**src/rtl/bemf_stall_det.sv**
```systemverilog
module bemf_stall_det #(
  parameter int SW           = 8,
  parameter int DEL_STEP     = 4,
  parameter int TICKS_PER_MS = 1
) (
  input  logic          clk,
  input  logic          rst_n,
  input  logic          zc_pulse,
  input  logic [SW-1:0] adc_code,
  input  logic [1:0]    phase,
  input  logic          fs_pulse,
  input  logic [3:0]    abs_idx,
  input  logic [3:0]    del_idx,
  input  logic [2:0]    arm_steps,
  input  logic [2:0]    delay_sel,
  input  logic          duty_full,
  input  logic          duty_full_en,
  input  logic          status_read,
  output logic          stall_abs,
  output logic          stall_lo,
  output logic          stall_hi,
  output logic          stall,
  output logic          halt_req
);
  localparam int ABS_STEP = 2 * DEL_STEP;
  localparam int MAX_TICKS = 391 * TICKS_PER_MS;
  localparam int TW = $clog2(MAX_TICKS + 1);
  localparam int AW = SW + 3;
  localparam int CW = 32;
  localparam logic [1:0] PH_CRUISE = 2'b10;

  function automatic logic [TW-1:0] delay_ticks(input logic [2:0] s);
    return TW'((87 * (int'(s) + 2) / 2) * TICKS_PER_MS);
  endfunction

  logic [TW-1:0] timer;
  logic [2:0]    steps;
  logic [AW-1:0] acc;
  logic          avg_ok;

  wire cruise  = (phase == PH_CRUISE);
  wire take    = (timer == TW'(1));
  wire armed   = cruise && (steps >= arm_steps);
  wire det_en  = (abs_idx != 4'd0) || (del_idx != 4'd0);
  wire duty_ok = !duty_full || duty_full_en;
  wire check   = take && armed && det_en && duty_ok;

  wire [CW-1:0] smp     = CW'(adc_code);
  wire [CW-1:0] avg     = CW'(acc[AW-1:3]);
  wire [CW-1:0] abs_lim = CW'(abs_idx) * CW'(ABS_STEP);
  wire [CW-1:0] dlt     = CW'(del_idx) * CW'(DEL_STEP);

  wire hit_abs = check && (abs_idx != 4'd0) && (smp < abs_lim);
  wire hit_lo  = check && avg_ok && (del_idx != 4'd0) && (smp + dlt < avg);
  wire hit_hi  = check && avg_ok && (del_idx != 4'd0) && (smp > avg + dlt);
  wire hit     = hit_abs | hit_lo | hit_hi;

  always_ff @(posedge clk or negedge rst_n) begin
    if (!rst_n) timer <= '0;
    else if (zc_pulse) timer <= delay_ticks(delay_sel);
    else if (timer != '0) timer <= timer - TW'(1);
  end

  always_ff @(posedge clk or negedge rst_n) begin
    if (!rst_n) steps <= '0;
    else if (!cruise) steps <= '0;
    else if (fs_pulse && steps != 3'd7) steps <= steps + 3'd1;
  end

  always_ff @(posedge clk or negedge rst_n) begin
    if (!rst_n) begin
      acc    <= '0;
      avg_ok <= 1'b0;
    end else if (!cruise) begin
      avg_ok <= 1'b0;
    end else if (take && !hit) begin
      avg_ok <= 1'b1;
      if (!avg_ok) acc <= {adc_code, 3'b000};
      else         acc <= acc - (acc >> 3) + AW'(adc_code);
    end
  end

  always_ff @(posedge clk or negedge rst_n) begin
    if (!rst_n) begin
      stall_abs <= 1'b0;
      stall_lo  <= 1'b0;
      stall_hi  <= 1'b0;
      halt_req  <= 1'b0;
    end else begin
      stall_abs <= (stall_abs & !status_read) | hit_abs;
      stall_lo  <= (stall_lo  & !status_read) | hit_lo;
      stall_hi  <= (stall_hi  & !status_read) | hit_hi;
      halt_req  <= hit;
    end
  end

  assign stall = stall_abs | stall_lo | stall_hi;


  timer_range_chk: assert property (@(posedge clk) disable iff (!rst_n)
    timer <= TW'(MAX_TICKS));


  flags_hold_chk: assert property (@(posedge clk) disable iff (!rst_n)
    (!take && !status_read) |=> $stable({stall_abs, stall_lo, stall_hi}));


  clear_chk: assert property (@(posedge clk) disable iff (!rst_n)
    (status_read && !take) |=> !stall);


  halt_flag_chk: assert property (@(posedge clk) disable iff (!rst_n)
    halt_req |-> stall);


  unarmed_quiet_chk: assert property (@(posedge clk) disable iff (!rst_n)
    (take && !armed) |=> !halt_req);


  abs_off_chk: assert property (@(posedge clk) disable iff (!rst_n)
    (abs_idx == 4'd0 && !status_read) |=> $stable(stall_abs));


  duty_block_chk: assert property (@(posedge clk) disable iff (!rst_n)
    (duty_full && !duty_full_en) |=> !halt_req);
endmodule

```
**config.mk**
```make
export PLATFORM = sky130hd
export DESIGN_NAME = bemf_stall_det
export DESIGN_NICKNAME = d
export VERILOG_FILES = /design/src/rtl/bemf_stall_det.sv
export SDC_FILE = /design/constraint.sdc
export NUM_CORES = 1
export LEC_CHECK = 0
export ABC_CLOCK_PERIOD_IN_PS = 3300
export BUFFER_PORTS_ARGS = -buffer_cell sky130_fd_sc_hd__buf_4
export CORE_ASPECT_RATIO = 0.5
export CORE_MARGIN = 4
export CORE_UTILIZATION = 45
export CTS_CLUSTER_SIZE = 20
export DETAILED_ROUTE_END_ITERATION = 8
export PLACE_DENSITY = 0.71
export SLEW_MARGIN = 20
export SYNTH_ARGS = -nofsm -noshare
export SYNTH_HDL_FRONTEND = slang
export SYNTH_SLANG_ARGS = --single-unit
export TNS_END_PERCENT = 100
```
**constraint.sdc**
```tcl
create_clock -name clk -period 3.3 [get_ports clk]
set_input_delay 0.495 -clock clk [delete_from_list [all_inputs] [get_ports clk]]
set_output_delay 0.495 -clock clk [all_outputs]
set_load 0.01 [all_outputs]
```
=== After elaboration in Yosys (flattened, before gate mapping) ===
Index checks and enable logic that the tools add are counted.

* Add/subtract/negate cells: 8
* $mul: 1
* $lt $le $gt $ge: 4
* Eq/ne operators: 5
* Multiplexer cells: 7
* Bitwise logic cells: 11
* Reductions and logical operators: 22

{| class="wikitable"
|+ Operator list
! kind !! count
|-
| $add A8 B6 Y9 || 2
|-
| $mux W9 || 2
|-
| $logic_and A1 B1 Y1 || 12
|-
| $add A11 B8 Y11 || 1
|-
| $mux W11 || 1
|-
| $sub A11 B8 Y11 || 1
|-
| $mul A7 B4 Y10 const A || 1
|-
| $add A9 B1 Y9 || 1
|-
| $eq A9 B1 Y1 const B || 1
|-
| $gt A8 B9 Y1 || 1
|-
| $lt A9 B8 Y1 || 1
|-
| $reduce_bool A9 Y1 || 1
|-
| $sub A9 B1 Y9 const B || 1
|-
| $lt A8 B7 Y1 || 1
|-
| $reduce_bool A4 Y1 || 2
|-
| $or A1 B1 Y1 || 7
|-
| $mux W3 || 2
|-
| $add A3 B2 Y4 const B || 1
|-
| $ne A2 B1 Y1 const B || 2
|-
| $add A3 B1 Y3 const B || 1
|-
| $and A1 B1 Y1 || 3
|-
| $ge A3 B3 Y1 || 1
|-
| $logic_not A1 Y1 || 3
|-
| $ne A3 B3 Y1 const B || 1
|-
| 6 further kinds || 8
|}

* Register bits after elaboration: 28
* Output and inout port bits: 5
* Logic and storage cells: 66

=== Longest topological paths before layout ===
* Depth after elaboration: 14
* Depth in mapped cells: 14
* Mapped depth without buffers: 13

=== Least setup slack after synthesis ===
OpenSTA, ideal clock, no wires.

* Path kind: input to register
* Start point: in adc_code[2]
* End point: reg avg_ok
* Library setup time: 0.118 ns
* Arrival time: 3.185 ns
* Data required time: 3.182 ns
* Slack: -0.003 ns
* Cell stages on the path: 13
* Path through: ha_1 -> fa_1 -> a21o_1 -> a21oi_1 -> xnor2_1 -> ha_1 -> a211o_1 -> o221ai_1 -> a21oi_1 -> nor4_4 -> o41ai_4 -> buf_6 -> a21o_1

* Word-level cells in the longest chain between the ends: 8
* Elaborated cells on any way between the ends: 12
* Classes of those cells: add/sub: 1; order compare: 3; eq/ne: 1; bitwise: 2; reduce/logical: 5

{| class="wikitable"
|+ Ends and longest elaborated chain
! what !! RTL line !! RTL
|-
| start, declared || 9 || <nowiki>input logic [SW-1:0] adc_code,</nowiki>
|-
| $add A8 B6 Y9 || 54 || <nowiki>wire hit_lo = check && avg_ok && (del_idx != 4'd0) && (smp + dlt < avg);</nowiki>
|-
| $lt A9 B8 Y1 || 54 ||
|-
| $logic_and A1 B1 Y1 || 54 ||
|-
| $or A1 B1 Y1 || 56 || <nowiki>wire hit = hit_abs | hit_lo | hit_hi;</nowiki>
|-
| $or A1 B1 Y1 (*) || 56 ||
|-
| $logic_not A1 Y1 (*) || 76 || <nowiki>end else if (take && !hit) begin</nowiki>
|-
| $logic_and A1 B1 Y1 (*) || 76 ||
|-
| $ne A2 B1 Y1 (no source line) (*) || n/a ||
|-
| end signal, assigned || 73 || <nowiki>avg_ok <= 1'b0;</nowiki>
|-
| end signal, assigned || 75 || <nowiki>avg_ok <= 1'b0;</nowiki>
|-
| end signal, assigned || 77 || <nowiki>avg_ok <= 1'b1;</nowiki>
|-
| end, declared || 39 || <nowiki>logic avg_ok;</nowiki>
|}

Every way passes the cells marked *; elsewhere a longest branch is shown, timed or not.
A chain may end at the register's enable or synchronous reset.

=== Worst setup path after layout ===
* Start point: reg acc[5]
* End point: reg acc[2]

* Word-level cells in the longest chain between the ends: 7
* Elaborated cells on any way between the ends: 13
* Classes of those cells: add/sub: 3; order compare: 2; mux: 1; bitwise: 2; reduce/logical: 5

{| class="wikitable"
|+ Ends and longest elaborated chain
! what !! RTL line !! RTL
|-
| start, declared || 38 || <nowiki>logic [AW-1:0] acc;</nowiki>
|-
| start signal, assigned || 78 || <nowiki>if (!avg_ok) acc <= {adc_code, 3'b000};</nowiki>
|-
| start signal, assigned || 79 || <nowiki>else acc <= acc - (acc >> 3) + AW'(adc_code);</nowiki>
|-
| $add A8 B6 Y9 or $lt A9 B8 Y1 (tied branches) || 55, 54 ||
|-
| $gt A8 B9 Y1 or $logic_and A1 B1 Y1 (tied branches) || 55, 54 ||
|-
| $logic_and A1 B1 Y1 or $or A1 B1 Y1 (tied branches) || 55, 56 ||
|-
| $or A1 B1 Y1 || 56 ||
|-
| $logic_not A1 Y1 || 76 ||
|-
| $logic_and A1 B1 Y1 || 76 ||
|-
| $reduce_and A2 Y1 (no source line) || n/a ||
|}

Parallel ways exist; a longest one is shown, timed or not.

==> flow_summary.json <==
{
  "outcome": "finished clean",
  "r2r-start": "acc[5]",
  "postRouteWirelength_mm": 6.87,
  "max-vdd-ir-drop_v": 0.000332,
  "synth_cells": 363,
  "netlist.top_cell.by_area": "ha_1",
  "finalSetupViolations": 0,
  "hpwl_mm": 5.61,
  "post-synth-top-area-fraction_pct": 22.8,
  "relSlewSlack_pct": 42.4,
  "seq_total_area_yosys_pct": 21.2,
  "numCtsBuffers": 3,
  "synthesis.area_sq_um": 3300,
  "antenna_found_initial": 0,
  "cts-hold-fix-buffers": 0,
  "power-per-cell-area_nw_per_um2": 560,
  "final_design_area_no_fill_sq_um": 3860,
  "post_dp_cell_area_sq_um": 3730,
  "clock_sink_count": 28,
  "clockRootBuffer": "clkbuf_16",
  "final_net_count": 510,
  "final_min_period_over_clock_period_pct": 95.7,
  "drt_iter0_markers": 91,
  "timing.hold.worst.class": "input port to asynchronous set/reset pin",
  "route.detailed.drc": 0,
  "number_of_global_route_vias_before_repair": 2524,
  "timing.clock.skew_ns": 0.00384,
  "crit_path_start_kind": "flop",
  "grt_pass1_wl_mm": 12.0,
  "clk_transition_reported_paths_ns": 0.07,
  "routed_wire_length_per_instance_um": 13.8,
  "multiInputGateArea_sq_um": 2370,
  "flow.area_growth_from_synthesis_pct": 17.0,
  "overall_die_height_um": 68.6,
  "core_region_area_sq_um": 6880,
  "synth.avg_cell_area_sq_um": 9.09,
  "dpl_worst_slack_ns": -0.220,
  "diodes": 0,
  "drt_pass1_iterations": 4,
  "ys_types": 45,
  "cap_viol_max_count": 0,
  "via_count": 2574,
  "stdcell_count": 499,
  "fillers": 636,
  "synth.top_cells.by_area": "ha_1 23%, dfrtp_1 21%, inv_1 6.7%",
  "yosys_register_bits": 28,
  "syn_nets": 465,
  "leakage_nw": 1.95,
  "timing_worst_slew_pin_value_ns": 0.856,
  "numPortBuffers": 35,
  "gr-usage-all-layers_pct": 16.9,
  "num_io_pins": 36,
  "maximum_clock_rate_mhz": 317,
  "design.die.area_sq_um": 8850,
  "worstPathArrival_ns": 3.34,
  "layout.area.seq_sq_um": 701,
  "report.final.hold_viol_count": 0,
  "crit_required_ns": 3.49,
  "synth_enable_flop_cells": 0,
  "critical_path.max_fanout": 12,
  "clock_path_buffers": 2,
  "synth-main-ff-cell": "dfrtp_1",
  "die-width_um": 129,
  "post_drt_via_cell_ratio": 5.16,
  "fp-row-count": 21,
  "cts_h_tree_depth": 1,
  "count_of_yosys_warnings_during_synthesis": 0,
  "grt_max_degree": 29,
  "final.min_clock_period_ns": 3.16,
  "place.gp.congestion": 0.792,
  "initial_core_utilization_pct": 47.9,
  "drive_gt1_share_pct": 15.2,
  "drt.antenna.violating_nets": 0,
  "place.detailed.instances": 494,
  "layout_setup_ws_ns": 0.142,
  "worst_setup_path_end_kind": "flop",
  "tritoncts": "yes",
  "finalMaxSlewViolations": 0,
  "postSynth.asyncResetShare_pct": 100,
  "cp_launch_point": "acc[5]",
  "insertion_delay_ns": 0.27,
  "critPathKind": "flop to flop",
  "grt.overflow.total": 0,
  "layout_common_cells": "59 x inv_1, 59 x ha_1, 43 x buf_4"
}
==> per-layer routing <==
layer | up-vias | track usage [%] | part of all wire (%)
li1 | 1328 | - | -
met1 | 1201 | 23.2 | 49
met2 | 36 | 28.9 | 47
met3 | 9 | 2.31 | 2.8
met4 | 0 | 3.66 | 1.1
met5 | - | 0 | 0
==> worst paths after layout <==
check | end | slack, ns | depth (start not counted)
worst min register to register | acc[0] | 0.54 | 2
worst max register to register | acc[2] | 0.14 | 13
worst min-delay path | steps[0] | 0.13 | 1
worst max-delay path | acc[2] | 0.14 | 13
max in group asynchronous | acc[4] | 2.89 | 1
min in group clk | stall_abs | 0.40 | 2
==> synth_stat cells, drive strengths merged, types with 2 or more instances <==
cell and count:
xnor2 17, fa 11, dfrtp 28, nor3 5, ha 60, a21oi 19, xor2 14, o31ai 5
and3 2, o21a 4, nand2 18, and2 3, o21ai 18, o22ai 2, inv 61, nor2b 5
nand3 7, o21bai 3, a211o 2, o211ai 3, nor4 6, nand2b 7, mux2i 20, clkbuf 3
nor2 15, a21o 11
==> cell type report <==
type / instances / area share (%)
Inverter: 61 / 5.93
Clock inverter: 1 / 0.778
Timing Repair Buffer: 44 / 8.88
Sequential cell: 28 / 18.2
Clock buffer: 3 / 1.95
Multi-Input combinational cell: 270 / 61.3
Tap cell: 92 / 2.98
==> flip-flops by register name, indices dropped and copies added (netlist names) <==
name and count:
stall_hi 1, acc 11, stall_abs 1, avg_ok 1
halt_req 1, timer 9, stall_lo 1, steps 3
==> through the flow <==
stage               util, %  hold WS, ns  power, mW  TNS [ns]
floorplan                 -        0.199       1.45         0
global placement       54.1        0.439       1.73    -0.537
detailed placement     54.1        0.444       1.77     -2.16
CTS                    55.7        0.153       2.17         0
global route           56.1        0.156       2.39   -0.0300
finish                 56.1        0.133       2.16         0
==> critical path, stage by stage, from the launching register on <==
cell	delay, ns
dfrtp_1	0.43
ha_1	0.23
fa_1	0.41
a21o_1	0.18
a21o_1	0.20
xnor2_1	0.13
ha_1	0.30
nand3_1	0.10
nor2_1	0.14
a221o_1	0.16
a21oi_2	0.06
o41ai_4	0.34
buf_12	0.20
mux2i_1	0.21
==> power by group <==
group	leakage [nW]	switching [mW]	internal, mW
Sequential	0.320	0.0712	0.412
Clock	0.0511	0.127	0.242
Combinational	1.58	0.714	0.597
==> timing repair <==
item / 4_1_cts / 5_1_grt
endpoints found under the setup margin: 0 / 12
setup buffers: 0 / 1
gates resized for setup: 0 / 5
==> logic make-up after synthesis <==
kind of cell,share of synthesized area [%]
XOR/XNOR,8.23
AND/OR/NAND/NOR,11.8
multiplexers,6.07
other,0.114
AO/OA/AOI/OAI,15.5
buffers and inverters,7.62
adder cells (fa/ha/maj),29.4
flip-flops,21.2
No activity file was read; power rests on OpenSTA's default activity.
